**config.mk**
```make
export PLATFORM = sky130hd
export DESIGN_NAME = cst_gen
export DESIGN_NICKNAME = d
export VERILOG_FILES = /design/src/rtl/cst_pkg.sv /design/src/rtl/cst_timing_reg.sv /design/src/rtl/cst_phase_cnt.sv /design/src/rtl/cst_seq.sv /design/src/rtl/cst_gen.sv
export SDC_FILE = /design/constraint.sdc
export NUM_CORES = 1
export LEC_CHECK = 0
export BUFFER_PORTS_ARGS = -buffer_cell sky130_fd_sc_hd__buf_2
export CAP_MARGIN = 0
export CORE_ASPECT_RATIO = 0.7
export CORE_UTILIZATION = 57
export CTS_BUF_LIST = sky130_fd_sc_hd__clkbuf_2
export CTS_CLUSTER_SIZE = 10
export DETAILED_ROUTE_END_ITERATION = 7
export HOLD_SLACK_MARGIN = 0.06
export PLACE_DENSITY = 0.81
export SLEW_MARGIN = 20
export SYNTH_ARGS = -nofsm -noshare
export SYNTH_HDL_FRONTEND = slang
export SYNTH_SLANG_ARGS = --single-unit
```
**constraint.sdc**
```tcl
create_clock -name clk -period 1.7 [get_ports clk]
set_input_delay 0.34 -clock clk [delete_from_list [all_inputs] [get_ports clk]]
set_output_delay 0.34 -clock clk [all_outputs]
set_load 0.05 [all_outputs]
```
**src/rtl/cst_pkg.sv**
```systemverilog
package cst_pkg;
  localparam int CST_FIELD_W = 4;

  typedef enum logic [2:0] {
    ST_IDLE   = 3'd0,
    ST_SETUP  = 3'd1,
    ST_ACTIVE = 3'd2,
    ST_HOLD   = 3'd3,
    ST_DESEL  = 3'd4
  } cst_state_e;

  // Reload value for a phase counter: an interval of max(v,1) cycles
  function automatic logic [CST_FIELD_W-1:0] cst_reload(input logic [CST_FIELD_W-1:0] v);
    return (v == '0) ? '0 : v - 1'b1;
  endfunction
endpackage

```
**src/rtl/cst_timing_reg.sv**
```systemverilog
module cst_timing_reg #(
  parameter int FIELD_W   = 4,
  parameter int RST_HOLD  = 6,
  parameter int RST_SETUP = 6,
  parameter int RST_DESEL = 15,
  localparam int CFG_W    = 3 * FIELD_W
) (
  input  logic               clk,
  input  logic               rst_n,
  input  logic               we,
  input  logic [CFG_W-1:0]   wdata,
  output logic [FIELD_W-1:0] hold_q,
  output logic [FIELD_W-1:0] setup_q,
  output logic [FIELD_W-1:0] desel_q
);
  always_ff @(posedge clk or negedge rst_n) begin
    if (!rst_n) begin
      hold_q  <= FIELD_W'(RST_HOLD);
      setup_q <= FIELD_W'(RST_SETUP);
      desel_q <= FIELD_W'(RST_DESEL);
    end else if (we) begin
      hold_q  <= wdata[3*FIELD_W-1:2*FIELD_W];
      setup_q <= wdata[2*FIELD_W-1:FIELD_W];
      desel_q <= wdata[FIELD_W-1:0];
    end
  end
endmodule

```
**src/rtl/cst_phase_cnt.sv**
```systemverilog
module cst_phase_cnt #(
  parameter int W = 4
) (
  input  logic         clk,
  input  logic         rst_n,
  input  logic         load,
  input  logic [W-1:0] load_val,
  output logic         expired
);
  logic [W-1:0] cnt_q;

  always_ff @(posedge clk or negedge rst_n) begin
    if (!rst_n)            cnt_q <= '0;
    else if (load)         cnt_q <= load_val;
    else if (cnt_q != '0)  cnt_q <= cnt_q - 1'b1;
  end

  assign expired = (cnt_q == '0);
endmodule

```
**src/rtl/cst_seq.sv**
```systemverilog
module cst_seq
  import cst_pkg::*;
#(
  parameter int FIELD_W = CST_FIELD_W
) (
  input  logic               clk,
  input  logic               rst_n,
  input  logic               start_req,
  input  logic               last_bit,
  input  logic               cnt_expired,
  input  logic [FIELD_W-1:0] setup_v,
  input  logic [FIELD_W-1:0] hold_v,
  input  logic [FIELD_W-1:0] desel_v,
  output cst_state_e         state_q,
  output logic               cnt_load,
  output logic [FIELD_W-1:0] cnt_val,
  output logic               accept
);
  cst_state_e state_d;

  always_comb begin
    state_d  = state_q;
    cnt_load = 1'b0;
    cnt_val  = '0;
    accept   = 1'b0;
    unique case (state_q)
      ST_IDLE: if (start_req) begin
        accept   = 1'b1;
        state_d  = ST_SETUP;
        cnt_load = 1'b1;
        cnt_val  = cst_reload(setup_v);
      end
      ST_SETUP: if (cnt_expired) state_d = ST_ACTIVE;
      ST_ACTIVE: if (last_bit) begin
        state_d  = ST_HOLD;
        cnt_load = 1'b1;
        cnt_val  = cst_reload(hold_v);
      end
      ST_HOLD: if (cnt_expired) begin
        state_d  = ST_DESEL;
        cnt_load = 1'b1;
        cnt_val  = cst_reload(desel_v);
      end
      ST_DESEL: if (cnt_expired) state_d = ST_IDLE;
      default: state_d = ST_IDLE;
    endcase
  end

  always_ff @(posedge clk or negedge rst_n) begin
    if (!rst_n) state_q <= ST_IDLE;
    else        state_q <= state_d;
  end
endmodule

```
**src/rtl/cst_gen.sv**
```systemverilog
module cst_gen
  import cst_pkg::*;
#(
  parameter int CS_COUNT  = 2,
  parameter int RST_HOLD  = 6,
  parameter int RST_SETUP = 6,
  parameter int RST_DESEL = 15,
  localparam int FIELD_W  = CST_FIELD_W,
  localparam int CFG_W    = 3 * FIELD_W,
  localparam int IDX_W    = (CS_COUNT > 1) ? $clog2(CS_COUNT) : 1
) (
  input  logic                clk,
  input  logic                rst_n,
  input  logic                cfg_we,
  input  logic [CFG_W-1:0]    cfg_wdata,
  input  logic                start_req,
  input  logic [IDX_W-1:0]    cs_index,
  input  logic                last_bit,
  output logic                sclk_en,
  output logic                ready,
  output logic [CS_COUNT-1:0] cs_n
);
  logic [FIELD_W-1:0] hold_v, setup_v, desel_v;
  logic               cnt_load, cnt_expired, accept;
  logic [FIELD_W-1:0] cnt_val;
  cst_state_e         state_q;
  logic [IDX_W-1:0]   idx_q;
  logic               cs_window;

  cst_timing_reg #(
    .FIELD_W(FIELD_W), .RST_HOLD(RST_HOLD),
    .RST_SETUP(RST_SETUP), .RST_DESEL(RST_DESEL)
  ) treg_i (
    .clk(clk), .rst_n(rst_n), .we(cfg_we), .wdata(cfg_wdata),
    .hold_q(hold_v), .setup_q(setup_v), .desel_q(desel_v)
  );

  cst_seq #(.FIELD_W(FIELD_W)) seq_i (
    .clk(clk), .rst_n(rst_n), .start_req(start_req), .last_bit(last_bit),
    .cnt_expired(cnt_expired), .setup_v(setup_v), .hold_v(hold_v),
    .desel_v(desel_v), .state_q(state_q), .cnt_load(cnt_load),
    .cnt_val(cnt_val), .accept(accept)
  );

  cst_phase_cnt #(.W(FIELD_W)) cnt_i (
    .clk(clk), .rst_n(rst_n), .load(cnt_load), .load_val(cnt_val),
    .expired(cnt_expired)
  );

  always_ff @(posedge clk or negedge rst_n) begin
    if (!rst_n)      idx_q <= '0;
    else if (accept) idx_q <= cs_index;
  end

  assign cs_window = (state_q == ST_SETUP) || (state_q == ST_ACTIVE) ||
                     (state_q == ST_HOLD);
  assign sclk_en   = (state_q == ST_ACTIVE);
  assign ready     = (state_q == ST_IDLE);

  for (genvar g = 0; g < CS_COUNT; g++) begin : g_cs
    assign cs_n[g] = !(cs_window && (idx_q == IDX_W'(g)));
  end
endmodule

```
==> results of run 1 <==
==> state kept, by name (all words and copies together), names as in the netlist <==
name and flops:
cnt_i.cnt_q 4, treg_i.desel_q 4, treg_i.hold_q 4, treg_i.setup_q 4, seq_i.state_q 3, idx_q 1
==> metal layers <==
metal  wire length, um  up-vias  track usage [%]
met5                 0        -                0
met1              1150      459             30.7
li1                  -      465                -
met2              1130       33             40.1
met3               150        2             5.68
met4                12        0             3.66
==> cells by family after synthesis <==
family | after synthesis | synth area share, %
and+or+nand+nor | 37 | 17.3
AOI/OAI and AO/OA | 24 | 14.6
DFF | 20 | 41.7
buffers and inverters | 14 | 5.01
muxes | 10 | 8.90
adders and majority gates | 8 | 8.18
xor gates and xnor gates | 6 | 4.29
==> stage by stage <==
stage | TNS (ns) | setup WS, ns
after floorplan | 0 | 0.0432
after global placement | 0 | 0.107
after detailed placement | 0 | 0.0534
after CTS | -0.0309 | -0.0309
after global routing | -0.130 | -0.0716
final | -0.0338 | -0.0338
==> synth_stat cells, drive strengths merged (2+ instances only) <==
cell	n
dfrtp	12
nand2	11
inv	10
dfstp	8
ha	8
mux2	7
nor2	7
o21ai	7
xnor2	6
nor3	5
o22ai	5
nor2b	4
a21oi	3
mux2i	3
o22a	3
buf	2
clkbuf	2
nand2b	2
o211ai	2
or2	2
==> path summary, 6_finish.rpt <==
check                                               from  cells past startpoint                             to
min reg2reg                treg_i.setup_q[0]$_DFFE_PN0P_                      1     cnt_i.cnt_q[0]$_DFFE_PN0P_
max in group asynchronous                          rst_n                      2   treg_i.hold_q[2]$_DFFE_PN1P_
min                                         cfg_wdata[1]                      3  treg_i.desel_q[1]$_DFFE_PN1P_
max                         seq_i.state_q[0]$_DFFE_PN0P_                      3                        cs_n[0]
min in group asynchronous                          rst_n                      2  treg_i.setup_q[3]$_DFFE_PN0P_
max reg2reg                   cnt_i.cnt_q[1]$_DFFE_PN0P_                      6     cnt_i.cnt_q[0]$_DFFE_PN0P_
==> what timing repair did <==
item                                    in CTS  in global routing
endpoints found under the setup margin       5                  5
resized for setup                           11                  5
setup buffers                                2                  1
pin swaps                                    1                  0
endpoints found under the hold margin       12                  0
hold buffers                                 1                  0
==> power breakdown <==
group / internal, uW / switching (uW) / leakage [uW]
Combinational: 510 / 547 / 0.000402
Sequential: 611 / 145 / 0.000224
Clock: 203 / 155 / 0.0000266
Total: 1320 / 848 / 0.000653
==> placed cells by master (no fill, tap or decap), types with 4 or more instances in the layout <==
master   instances
inv_1           10
dfrtp_1          9
dfstp_2          8
o22ai_1          5
ha_1             7
mux2_2           7
buf_6            4
nor2_1           6
buf_4            4
nor3_1           4
o21ai_0          6
xnor2_1          5
nor2b_1          4
nand2_1         11
buf_2           17
==> worst max-delay path: stages (launching register included) <==
cell and delay, ns:
dfrtp_2 0.53, nor2_4 0.06, or3_1 0.32, buf_6 0.16
==> layout make-up <==
cell class / count / area share, %
sequential: 20 / 34.9
tap: 22 / 1.87
multi-input combinational: 85 / 46.0
clock inverter: 1 / 2.04
clock buffer: 3 / 1.02
timing repair buffer: 26 / 11.6
inverter: 10 / 2.55
==> results by group, run 1 <==
Outcome
  – Status: finished, violations left
  – Failing checks: negative setup slack

CTS
  – CTS root buffer: clkbuf_2
  – Worst-path clk slew: 0.20 ns
  – Clk sinks: 20
  – Clock Tree Buf Depth: 2
  – CTS tree: done
  – H-tree depth: 1
  – Clk_lat worst skew: 0.32 ns
  – Num CTS Buffers: 3

Floorplan
  – Io pins: 22
  – Die height: 40.8 um
  – Die Span X: 57.4 um
  – Starting Density: 63.2%
  – Site row count: 13
  – Die ar.: 2340 sq um
  – Core ar.: 1940 sq um

Placed design
  – IO Port Bufs: 21
  – Post-DP HPWL: 1820 um
  – Gpl congestion: 0.895
  – Placed cell count: 159
  – Cell Area, Placed: 1350 sq um

Worst setup path
  – Critical path startpoint category: register
  – Worst-path fanout max: 6
  – Kind of critical path: reg -> out
  – R2r setup slk: 0.07 ns
  – Worst EP required: 1.36 ns
  – Arrival @ worst endpoint: 1.39 ns
  – Setup crit end kind: output pin

Job
  – Max cap viols: 0

Timing
  – Worst Skew: 0.00272 ns
  – Tmin final: 1.73 ns
  – Worst-margin pin slew: 0.440 ns
  – Hold Slack: 0.207 ns
  – Tcrit/Tclk final: 102%
  – Fmax: 0.577 GHz
  – Relative slew margins: 70.7%
  – RSZ-0062 raised after global routing: true
  – Setup Viol. Count Final: 1
  – Final Max Slew Viols: 0
  – Setup WS post-layout: -0.0338 ns
  – Final hold vios: 0

Route
  – Routed wire length: 2440 um
  – DRT iter0 DRCs: 28
  – Routed WL per cell: 14.6 um
  – Drt pass-1 iters: 4
  – Vias: 959
  – Vias/cell: 5.74
  – Post-route DRC: 0
  – DRT antenna net count: 0

Synth
  – Syn nets: 145
  – Synth area leaders: dfrtp_1, dfstp_2, ha_1, mux2_2, xnor2_1
  – Synth Cell Area: 1220 sq um
  – Synth area leader: dfrtp_1
  – Sequential-to-total area share from yosys stat: 41.7%
  – Post-Syn Instances: 119
  – Asr flop ratio synth: 100%
  – Number of synthesized flops with an enable pin: 0
  – Top_reg_cell synth: dfrtp_1
  – Ys Warns: 0
  – Synthesized flop and latch total: 20
  – Synth cell types: 33
  – Top cell type's share of synthesized area: 24.5%
  – Syn avg cell area: 10.3 sq um

Final layout
  – ANT cells: 0
  – Area Overhead vs Synth: 20.3%
  – Layout fillers: 139
  – Final instance area: 1470 sq um
  – Core Util, Final: 76.1%
  – Final net count: 172
  – Share of post-route cells with drive strength above 1: 39.3%
  – Reg area: 514 sq um
  – Footprint of the multi-input gates: 678 sq um
  – Finished Layout Cells: 167

GRT
  – Global-route usage over all layers: 23.2%
  – First-pass GRT wire length: 3930 um
  – Largest net degree at the start of global routing: 21
  – Vias in the first global route: 819
  – Gr ovfl total: 0
  – Initial antenna violation count: 0

Pwr
  – Total power: 2170 uW
  – Pwr Density: 1480 nW/um^2
  – Worst VDD drop: 0.000899 V
  – LEAKAGE: 0.000653 uW

Hold path
  – Hold WC Path Type: in -> reg
No activity file was read; power rests on OpenSTA's default activity.
==> run 2, diff against run 1 <==
TNS_END_PERCENT = 20   (was not set)
==> results by group, run 2 (synthesized netlist as in run 1, its figures left out) <==
CTS
  – CTS tree: done
  – Num CTS Buffers: 3
  – CTS root buffer: clkbuf_2
  – Clk_lat worst skew: 0.32 ns
  – Worst-path clk slew: 0.20 ns
  – H-tree depth: 1
  – Clock Tree Buf Depth: 2
  – Clk sinks: 20

Floorplan
  – Site row count: 13
  – Die ar.: 2340 sq um
  – Io pins: 22
  – Die height: 40.8 um
  – Starting Density: 63.2%
  – Core ar.: 1940 sq um
  – Die Span X: 57.4 um

Route
  – Vias: 943
  – Post-route DRC: 0
  – Drt pass-1 iters: 4
  – Routed wire length: 2450 um
  – Routed WL per cell: 14.8 um
  – DRT iter0 DRCs: 28
  – Vias/cell: 5.68
  – DRT antenna net count: 0

Final layout
  – Footprint of the multi-input gates: 673 sq um
  – Final net count: 171
  – Core Util, Final: 75.4%
  – Finished Layout Cells: 166
  – Share of post-route cells with drive strength above 1: 39.6%
  – Reg area: 514 sq um
  – Most common cell after layout, fill and taps aside: buf_2
  – Final instance area: 1460 sq um
  – ANT cells: 0
  – Layout fillers: 140
  – Most frequent cells in the layout: buf_2, nand2_1, inv_1, dfrtp_1, dfstp_2
  – Area Overhead vs Synth: 19.3%

Worst setup path
  – Critical path startpoint category: register
  – Buffers and inverters on the worst path: 1
  – CP delay by family, top: flip-flops
  – R2r setup slk: 0.04 ns
  – Worst EP required: 1.36 ns
  – Worst-path cell chain: nor2_2, or3_1, buf_6
  – Crit. Startpoint: seq_i.state_q[0]$_DFFE_PN0P_
  – Worst-path fanout max: 6
  – Worst r2r src: cnt_i.cnt_q[0]$_DFFE_PN0P_
  – Setup crit end kind: output pin
  – Kind of critical path: reg -> out
  – Critical path's largest stage delay: 0.50 ns
  – Arrival @ worst endpoint: 1.38 ns
  – Slowest-stage cell, CP: dfrtp_2

Timing
  – Tmin final: 1.72 ns
  – RSZ-0062 raised after global routing: true
  – Worst-margin pin slew: 0.398 ns
  – Final Max Slew Viols: 0
  – Setup Viol. Count Final: 1
  – Hold Slack: 0.207 ns
  – Relative slew margins: 72.7%
  – Worst Skew: 0.00619 ns
  – Final hold vios: 0
  – Setup WS post-layout: -0.0246 ns
  – Tcrit/Tclk final: 101%
  – Fmax: 0.580 GHz

GRT
  – First-pass GRT wire length: 3930 um
  – Largest net degree at the start of global routing: 21
  – Initial antenna violation count: 0
  – Vias in the first global route: 817
  – Gr ovfl total: 0
  – Global-route usage over all layers: 23.2%

Outcome
  – Status: finished, violations left
  – Failing checks: negative setup slack

Pwr
  – Switching Fraction: 39.0%
  – Pwr Density: 1470 nW/um^2
  – Gate power share: 48.1%
  – LEAKAGE: 0.000646 uW
  – Total power: 2150 uW
  – Pint: 1310 uW
  – Worst VDD drop: 0.000890 V
  – Sequential Power Share: 35.4%
  – Clock power frac: 16.6%
  – Switch Pwr: 838 uW

Placed design
  – Post-DP HPWL: 1820 um
  – Placed cell count: 159
  – Cell Area, Placed: 1350 sq um
  – IO Port Bufs: 21
  – Gpl congestion: 0.895

Hold path
  – Hold WC Path Type: in -> reg
  – HP Start: cfg_wdata[1]

Job
  – Max cap viols: 0
[run 2: worst paths after layout]
check | depth (start not counted) | endpoint
max | 3 | cs_n[0]
min | 3 | treg_i.desel_q[1]$_DFFE_PN1P_
min reg2reg | 1 | idx_q$_DFFE_PN0P_
min in group asynchronous | 2 | treg_i.setup_q[3]$_DFFE_PN0P_
max reg2reg | 6 | cnt_i.cnt_q[0]$_DFFE_PN0P_
max in group asynchronous | 2 | treg_i.hold_q[2]$_DFFE_PN1P_
[run 2: worst min-delay path, stage by stage]
cell,delay [ns]
buf_2,0.09
nand2_1,0.05
o21ai_0,0.07
[run 2: power groups by stage]
| stage | clock network (uW) | registers (uW) | logic, uW |
|---|---|---|---|
| floorplan | 0 | 713 | 747 |
| detailed placement | 0 | 758 | 886 |
| global route | 377 | 778 | 1110 |
| global placement | 0 | 748 | 863 |
| CTS | 365 | 748 | 980 |
| finish | 356 | 760 | 1030 |
[run 2: per-layer routing]
metal | global-route usage (%) | wire, um | up-vias
met5 | 0 | 0 | -
met1 | 30.7 | 1170 | 454
li1 | - | - | 460
met2 | 40.1 | 1140 | 27
met4 | 3.66 | 14 | 0
met3 | 5.68 | 128 | 2
[run 2: area by class of cell]
type,count,area share (%)
flip-flops and latches,20,35.2
multi-input cells,85,46.1
repair buffers,25,11.1
inverters,10,2.57
well taps,22,1.89
clock inverters,1,2.06
clock buffers,3,1.03
[run 2: what timing repair did]
action	4_1_cts	5_1_grt
hold buffers	1	0
setup buffers	2	0
endpoints found under the hold margin	12	0
endpoints found under the setup margin	5	5
gates resized for setup	10	6
pin swaps	1	0
[run 2: per-stage QoR]
stage | TNS (ns) | worst slack, ns
3_5_place_dp | 0 | 0.0534
6_report | -0.0246 | -0.0246
4_1_cts | -0.0330 | -0.0330
2_1_floorplan | 0 | 0.0432
3_3_place_gp | 0 | 0.107
5_1_grt | -0.118 | -0.0676
